## config.mk

```make
export PLATFORM = sky130hd
export DESIGN_NAME = pwrkey_evt_ctrl
export DESIGN_NICKNAME = d
export VERILOG_FILES = /design/src/rtl/pwrkey_pkg.sv /design/src/rtl/pwrkey_tick.sv /design/src/rtl/pwrkey_debounce.sv /design/src/rtl/pwrkey_hold.sv /design/src/rtl/pwrkey_evt_ctrl.sv
export SDC_FILE = /design/constraint.sdc
export NUM_CORES = 1
export LEC_CHECK = 0
export CAP_MARGIN = 20
export CORE_MARGIN = 10
export CORE_UTILIZATION = 35
export CTS_CLUSTER_DIAMETER = 100
export DETAILED_ROUTE_END_ITERATION = 10
export GPL_ROUTABILITY_DRIVEN = 0
export GPL_TIMING_DRIVEN = 0
export SYNTH_ARGS = -nofsm -noshare
export SYNTH_HDL_FRONTEND = slang
export SYNTH_SLANG_ARGS = --single-unit
```

## constraint.sdc

```tcl
create_clock -name clk -period 1.55 [get_ports clk]
set_input_delay 0.31 -clock clk [delete_from_list [all_inputs] [get_ports clk]]
set_output_delay 0.31 -clock clk [all_outputs]
set_load 0.01 [all_outputs]
```

## src/rtl/pwrkey_pkg.sv

```systemverilog
package pwrkey_pkg;
  localparam int REG_W        = 16;
  localparam int STAT_PB_BIT  = 8;
  localparam int STAT_OVR_BIT = 11;
  localparam int EN_PB_BIT    = 8;

  typedef enum logic [2:0] {
    PS_S0  = 3'd0,
    PS_SL1 = 3'd1,
    PS_SL2 = 3'd2,
    PS_SL3 = 3'd3,
    PS_SL4 = 3'd4,
    PS_SL5 = 3'd5
  } pwr_state_e;

  function automatic logic is_sleeping(input logic [2:0] st);
    return (st >= 3'(PS_SL1)) && (st <= 3'(PS_SL5));
  endfunction
endpackage

```

## src/rtl/pwrkey_tick.sv

```systemverilog
module pwrkey_tick #(
  parameter int TICK_CYC = 250000
) (
  input  logic clk,
  input  logic rst,
  output logic tick
);
  localparam int CW = (TICK_CYC > 2) ? $clog2(TICK_CYC) : 1;

  logic [CW-1:0] cnt;

  always_ff @(posedge clk) begin
    if (rst) begin
      cnt  <= '0;
      tick <= 1'b0;
    end else begin
      tick <= 1'b0;
      if (cnt == CW'(TICK_CYC - 1)) begin
        cnt  <= '0;
        tick <= 1'b1;
      end else begin
        cnt <= cnt + 1'b1;
      end
    end
  end
endmodule

```

## src/rtl/pwrkey_debounce.sv

```systemverilog
module pwrkey_debounce #(
  parameter int DB_TICKS    = 15,
  parameter int SYNC_STAGES = 2
) (
  input  logic clk,
  input  logic rst,
  input  logic tick,
  input  logic raw_n,
  output logic db_lvl,
  output logic db_fall
);
  localparam int DCW = $clog2(DB_TICKS + 1);

  logic [SYNC_STAGES-1:0] sync_q;
  logic                   prev_s;
  logic [DCW-1:0]         cnt;
  logic                   key_s;

  assign key_s = sync_q[SYNC_STAGES-1];

  always_ff @(posedge clk) begin
    if (rst) begin
      sync_q  <= '1;
      prev_s  <= 1'b1;
      db_lvl  <= 1'b1;
      db_fall <= 1'b0;
      cnt     <= '0;
    end else begin
      sync_q  <= {sync_q[SYNC_STAGES-2:0], raw_n};
      prev_s  <= key_s;
      db_fall <= 1'b0;
      // any transition, or agreement with the held level, restarts the window
      if ((key_s != prev_s) || (key_s == db_lvl)) begin
        cnt <= '0;
      end else if (tick) begin
        if (cnt == DCW'(DB_TICKS - 1)) begin
          db_lvl  <= key_s;
          db_fall <= ~key_s;
          cnt     <= '0;
        end else begin
          cnt <= cnt + 1'b1;
        end
      end
    end
  end
endmodule

```

## src/rtl/pwrkey_hold.sv

```systemverilog
module pwrkey_hold #(
  parameter int OVR_TICKS = 4000
) (
  input  logic clk,
  input  logic rst,
  input  logic tick,
  input  logic db_lvl,
  output logic ovr_fire
);
  localparam int HCW = $clog2(OVR_TICKS + 1);

  logic [HCW-1:0] cnt;
  logic           done;

  always_ff @(posedge clk) begin
    if (rst) begin
      cnt      <= '0;
      done     <= 1'b0;
      ovr_fire <= 1'b0;
    end else begin
      ovr_fire <= 1'b0;
      if (db_lvl) begin
        cnt  <= '0;
        done <= 1'b0;
      end else if (tick && !done) begin
        if (cnt == HCW'(OVR_TICKS - 1)) begin
          ovr_fire <= 1'b1;
          done     <= 1'b1;
          cnt      <= '0;
        end else begin
          cnt <= cnt + 1'b1;
        end
      end
    end
  end
endmodule

```

## src/rtl/pwrkey_evt_ctrl.sv

```systemverilog
module pwrkey_evt_ctrl
  import pwrkey_pkg::*;
#(
  parameter int TICK_CYC  = 250000,
  parameter int DB_TICKS  = 15,
  parameter int OVR_TICKS = 4000,
  parameter int PCTL_W    = 2
) (
  input  logic              clk,
  input  logic              rst,
  input  logic              key_n_raw,
  input  logic [2:0]        pwr_state,
  input  logic              sci_en,
  input  logic              reg_sel,
  input  logic              reg_wr,
  input  logic [REG_W-1:0]  reg_wdata,
  output logic [REG_W-1:0]  reg_rdata,
  output logic              sci_irq,
  output logic              wake_req,
  output logic              soft_off_req,
  output logic              on_ctl_n,
  output logic [PCTL_W-1:0] pwr_ctl_n
);
  logic tick, db_lvl, db_fall, ovr_fire;
  logic stat_pb, stat_ovr, en_pb;
  logic pb_nx, ovr_nx, off_nx, sleeping;
  logic [REG_W-1:0] stat_word, en_word;
  logic unused_wdata;

  assign unused_wdata = ^reg_wdata;
  assign sleeping     = is_sleeping(pwr_state);

  pwrkey_tick #(.TICK_CYC(TICK_CYC)) u_tick (
    .clk(clk), .rst(rst), .tick(tick)
  );

  pwrkey_debounce #(.DB_TICKS(DB_TICKS), .SYNC_STAGES(2)) u_deb (
    .clk(clk), .rst(rst), .tick(tick), .raw_n(key_n_raw),
    .db_lvl(db_lvl), .db_fall(db_fall)
  );

  pwrkey_hold #(.OVR_TICKS(OVR_TICKS)) u_hold (
    .clk(clk), .rst(rst), .tick(tick), .db_lvl(db_lvl), .ovr_fire(ovr_fire)
  );

  always_comb begin
    pb_nx  = stat_pb;
    ovr_nx = stat_ovr;
    off_nx = on_ctl_n;
    if (reg_wr && !reg_sel) begin
      if (reg_wdata[STAT_PB_BIT])  pb_nx  = 1'b0;
      if (reg_wdata[STAT_OVR_BIT]) ovr_nx = 1'b0;
    end
    if (db_fall) begin
      pb_nx = 1'b1;
      if (sleeping)     off_nx = 1'b0;
      else if (!sci_en) off_nx = 1'b1;
    end
    if (ovr_fire) begin
      pb_nx  = 1'b0;
      ovr_nx = 1'b1;
      off_nx = 1'b1;
    end
  end

  always_comb begin
    stat_word               = '0;
    stat_word[STAT_PB_BIT]  = stat_pb;
    stat_word[STAT_OVR_BIT] = stat_ovr;
    en_word                 = '0;
    en_word[EN_PB_BIT]      = en_pb;
  end

  always_ff @(posedge clk) begin
    if (rst) begin
      stat_pb      <= 1'b0;
      stat_ovr     <= 1'b0;
      en_pb        <= 1'b0;
      on_ctl_n     <= 1'b0;
      pwr_ctl_n    <= '0;
      sci_irq      <= 1'b0;
      wake_req     <= 1'b0;
      soft_off_req <= 1'b0;
      reg_rdata    <= '0;
    end else begin
      stat_pb      <= pb_nx;
      stat_ovr     <= ovr_nx;
      on_ctl_n     <= off_nx;
      pwr_ctl_n    <= {PCTL_W{off_nx}};
      wake_req     <= db_fall && sleeping;
      soft_off_req <= ovr_fire;
      sci_irq      <= stat_pb && en_pb;
      reg_rdata    <= reg_sel ? en_word : stat_word;
      if (reg_wr && reg_sel) en_pb <= reg_wdata[EN_PB_BIT];
    end
  end
endmodule

```

# Yosys cells after proc, flatten, opt, wreduce, memory -nomap -nowiden
# Index checks and enable logic that the tools add are counted.
# totals
reg_bits	66
# classes
n_mux	15
n_reduce_logical	24
n_addsub	3
n_lt_le_gt_ge	2
n_bitwise	5
eq_ne	5
# ops
cell	count
18-bit by 1-bit adder with 18-bit output (second input constant)	1
18-bit == test (second input constant)	1
12-bit by 1-bit adder with 12-bit output (second input constant)	1
12-bit == test (second input constant)	1
1-bit 2-to-1 mux	12
12-bit 2-to-1 mux	1
2-bit OR reduction	5
9-bit 2-to-1 mux	1
2-bit nonzero test	4
1-bit logical AND	6
2-bit AND reduction	3
1-bit inverter	5
4-bit by 1-bit adder with 4-bit output (second input constant)	1
4-bit == test (second input constant)	1
4-bit 2-to-1 mux	1
4-bit OR reduction	1
3-bit by 1-bit >= comparator with 1-bit output (second input constant)	1
3-bit <= comparator (second input constant)	1
3-bit AND reduction	1
3-bit OR reduction	1
1-bit zero test	2
1-bit == test	1
1-bit logical OR	1
1-bit inequality test	1

# Depth between registers and ports, before layout
# logic_depth
word_depth	5
mapped_depth	7
depth_no_buf	5

# By module
# A second synthesis with hierarchy kept.
# unflattened
cells_unflattened	249
area_unflattened_um2	2283.4
# by_module_without_submodules
mod	area_per_inst_um2	instances	cells_per_inst
pwrkey_tick	852.1	1	94
pwrkey_hold	624.3	1	65
pwrkey_evt_ctrl	432.9	1	50
pwrkey_debounce	374.1	1	40

# Worst setup path after synthesis
# Ideal clock, no wire load.
# synth_timing
path_type	reg-to-reg
from	reg u_tick.cnt[0]
to	reg u_tick.cnt[10]
slack_ns	-0.138
stages_incl_launch_ff	8
required_time_ns	1.433
t_arrival_ns	1.571
path_cell_list	dfxtp_1 > ha_1 > and3_1 > clkbuf_1 > nand4_1 > o21bai_2 > buf_2 > nor2_1
# synth_via
elab_chain_len	2
word_cells_on_any_way	3
# synth_lines
element	line_no	rtl
start, declared	pwrkey_tick.sv:10	logic [CW-1:0] cnt;
start signal, assigned	pwrkey_tick.sv:22	cnt <= cnt + 1'b1;
branches (longest 2 deep; another with 18-bit by 1-bit adder with 18-bit output)	--	
# Parallel ways; which one is timed is not known.
# A chain may end at the register's enable or synchronous reset.

# Final worst setup path
# layout_timing
from	reg u_tick.cnt[0]
to	reg u_tick.cnt[16]
# The elaborated chain is that of the path after synthesis.

==> results by group <==
GRT
  • Total GRT Usage: a little under a tenth
  • First-pass GRT wire length: 7830 um
  • Total gr overflow: 0
  • Vias in the first global route: approximately 1.8k
  • Initial antenna violation count: 0
  • Maximum number of pins on one net before global-route repair: 17

Route
  • Drt pass-1 iters: 4
  • Drt initial violations: 33
  • Drt drc: 0
  • Vias after detailed routing: about 1.8k
  • Average wire per standard cell: 11.3 um
  • Via-to-Cell Ratio: between 4 and 5
  • Antenna viol nets, final: 0
  • Wirelength, routed: approximately 4400 um

Logic synthesis
  • Ys flop type: dfxtp_1
  • Syn avg cell area: a little under 9 um^2
  • Syn. warnings: 0
  • EDFF count, synth: 0
  • Mapped Cells: about 260
  • Synth cell types: 38
  • Post-synthesis sequential area ratio: a little under half
  • Ys async rst share: 0%
  • Flops & latches, synth: between 50 and 60
  • Post-Syn Area: 2250 um^2

Place
  • Dpl hpwl: around 3200 um
  • DP Area: 2610 um^2
  • Port buffer count: 18
  • Placed cells: 366

Die
  • Core area: 6310 um^2
  • Die ar.: roughly 10000 um^2
  • IO Pins: 47
  • Std cell rows: 29
  • Die Wd: roughly 100 um
  • Chip height: about 100 um
  • Initial core utilization: between 30% and 40%

Finish
  • # diodes: 0
  • Non-filler cells, final: 387
  • Share of layout cells above drive strength 1: between 20% and 30%
  • # nets final: approximately 340
  • Design area: 2890 um^2
  • Layout area overhead: 28.4%

STA
  • Final setup fails: 0
  • Crit path time final: ~1.5 ns
  • RSZ-0062 raised after global routing: yes
  • Hold Vio Cnt, Final: 0
  • Fmax: roughly 650 MHz
  • Max Slew Vio Count: 0
  • Period utilization: between 90 and 100%
  • Clock skew after layout: about 0.0038 ns

Worst setup path
  • Crit path cell chain: ha_4 -> nand3_4 -> or4_4 -> or3_4 -> a21oi_2
  • Slowest CP cell: or4_4
  • Crit path kind: flip-flop to flip-flop
  • CP Launch Type: flip-flop
  • Arrival time of the worst setup path: roughly 1.8 ns
  • Largest stage delay on the critical path: around 0.43 ns
  • Worst EP required: ~1.8 ns
  • Endpoint type of the worst setup path: flip-flop
  • Worst Path Max Fanout: 3

Run status
  • Status: complete, no violations

Clocking
  • CTS tree: built
  • Reg clk slew, reported paths: around 0.09 ns
  • Clock sink count: 51
  • Root buffer cell: clkbuf_8
  • Clk_lat worst skew: approximately 0.3 ns
  • TritonCTS buffer count: 5
  • CTS Buffer Depth: 2
  • # H-tree levels: 2

Min path
  • Hold Path Class: flip-flop to flip-flop

Power and ir drop
  • Static Leakage: approximately 1.0 nW
  • Worst IR Drop VDD: 445 uV
  • Power Density: between 700 and 800 nW/um^2

Job
  • MaxCap Viol Count: 0
-- final cells by class --
class	instances	area, um^2
clock inverter	3	20.0
multi-input combinational	190	1170
fill	623	3420
tap	77	96.3
timing repair buffer	34	298
inverter	7	26.3
buffer	20	148
sequential	51	1060
clock buffer	5	68.8
-- registers in the layout, summed over array words and instances (netlist names), 2 cells and up --
signal        count
reg_rdata         2
u_deb.cnt         4
u_deb.sync_q      2
u_hold.cnt       12
u_tick.cnt       18
-- layer usage --
metal / vias to the layer above / share of wire (%) / global-route usage [%]
met4: 0 / 0.66 / 2.83
met1: 828 / 44 / 10.7
met3: 4 / 4.3 / 2.88
li1: 956 / - / -
met2: 17 / 51 / 15.1
met5: - / 0 / 0
-- worst max-delay path, delay by kind of cell (launching register included) --
family	cells	cell delay [ns]
compound gates	1	0.11
fa+ha+maj	1	0.15
flops	1	0.37
simple gates	3	0.84
-- cells in the mapped netlist, drive strengths merged, types with 4 or more instances --
cell	n	area share, %
a21oi	10	2.2
and4	4	1.6
xor2	9	3.5
nor4	6	1.7
buf	17	5.6
nor2	39	6.5
nand4	9	2.5
inv	7	1.2
xnor2	16	6.2
nand2	20	3.3
dfxtp	51	45
nand3	14	3.7
clkbuf	6	1.0
nor3	12	2.7
or3	4	1.1
-- metrics by stage --
stage	power, mW	setup slack [ns]	utilization (%)	hold WS (ns)	setup TNS, ns
floorplan	1.44	0.00321	-	0.386	0
global placement	1.48	-0.391	41.3	0.392	-9.24
detailed placement	1.48	-0.414	41.3	0.401	-9.94
CTS	2.23	0.000325	43.7	0.426	0
global route	2.30	-0.0496	45.8	0.443	-0.0496
finish	2.20	0.0124	45.8	0.420	0
-- final timing paths --
path                                                    to                  startpoint  slack, ns  cells after the start
worst max-delay path             u_tick.cnt[16]$_SDFF_PP0_    u_tick.cnt[0]$_SDFF_PP0_       0.01                      5
worst min register to register  u_deb.sync_q[1]$_SDFF_PP1_  u_deb.sync_q[0]$_SDFF_PP1_       0.42                      1
worst max register to register   u_tick.cnt[16]$_SDFF_PP0_    u_tick.cnt[0]$_SDFF_PP0_       0.01                      5
worst min-delay path            u_deb.sync_q[1]$_SDFF_PP1_  u_deb.sync_q[0]$_SDFF_PP1_       0.42                      1
-- repair_timing --
| action | in CTS | in global routing |
|---|---|---|
| gates resized for setup | 20 | 20 |
| endpoints found under the setup margin | 32 | 36 |
| hold buffers | 0 | 0 |
| buffers inserted | 5 | 11 |
| pin swaps | 6 | 8 |
-- report_power, final --
part | switching [mW] | total [mW] | internal [mW] | leakage (nW)
Sequential | 0.0117 | 1.32 | 1.31 | 0.422
Clock | 0.431 | 0.745 | 0.315 | 0.0402
Combinational | 0.0562 | 0.130 | 0.0740 | 0.567
-- layout by cell type (no fill, tap or decap), types with 2 or more instances in the layout --
master,Yosys,routed
nor3b_1,3,3
dfxtp_2,0,7
a21o_1,2,2
nand4_1,9,9
or3_1,4,3
nand3_4,1,2
nor2b_1,3,3
nand3_1,13,12
dlygate4sd2_1,0,2
clkbuf_8,0,5
o21ai_0,3,2
nor2_1,39,39
a21oi_1,10,9
nor4_2,0,3
and4_1,4,4
xor2_1,9,9
buf_4,16,33
nand3b_1,2,2
nor3_1,12,12
nand2_1,20,20
conb_1,1,14
or2_2,3,3
clkdlybuf4s50_1,0,16
dfxtp_1,51,35
nor4_1,6,3
mux2_2,2,2
clkinvlp_4,0,2
dfxtp_4,0,9
mux2i_1,2,2
xnor2_1,16,16
inv_1,7,7
-- cells by family after synthesis --
group | Yosys count | synth area share, %
AND/OR/NAND/NOR | 125 | 28.6
flip-flops | 51 | 45.3
buffers and inverters | 30 | 7.72
XOR/XNOR | 25 | 9.72
AO/OA/AOI/OAI | 20 | 5.50
multiplexers | 4 | 1.89
adder cells (fa/ha/maj) | 2 | 1.11
other | 1 | 0.167
No activity file was read; power rests on OpenSTA's default activity.
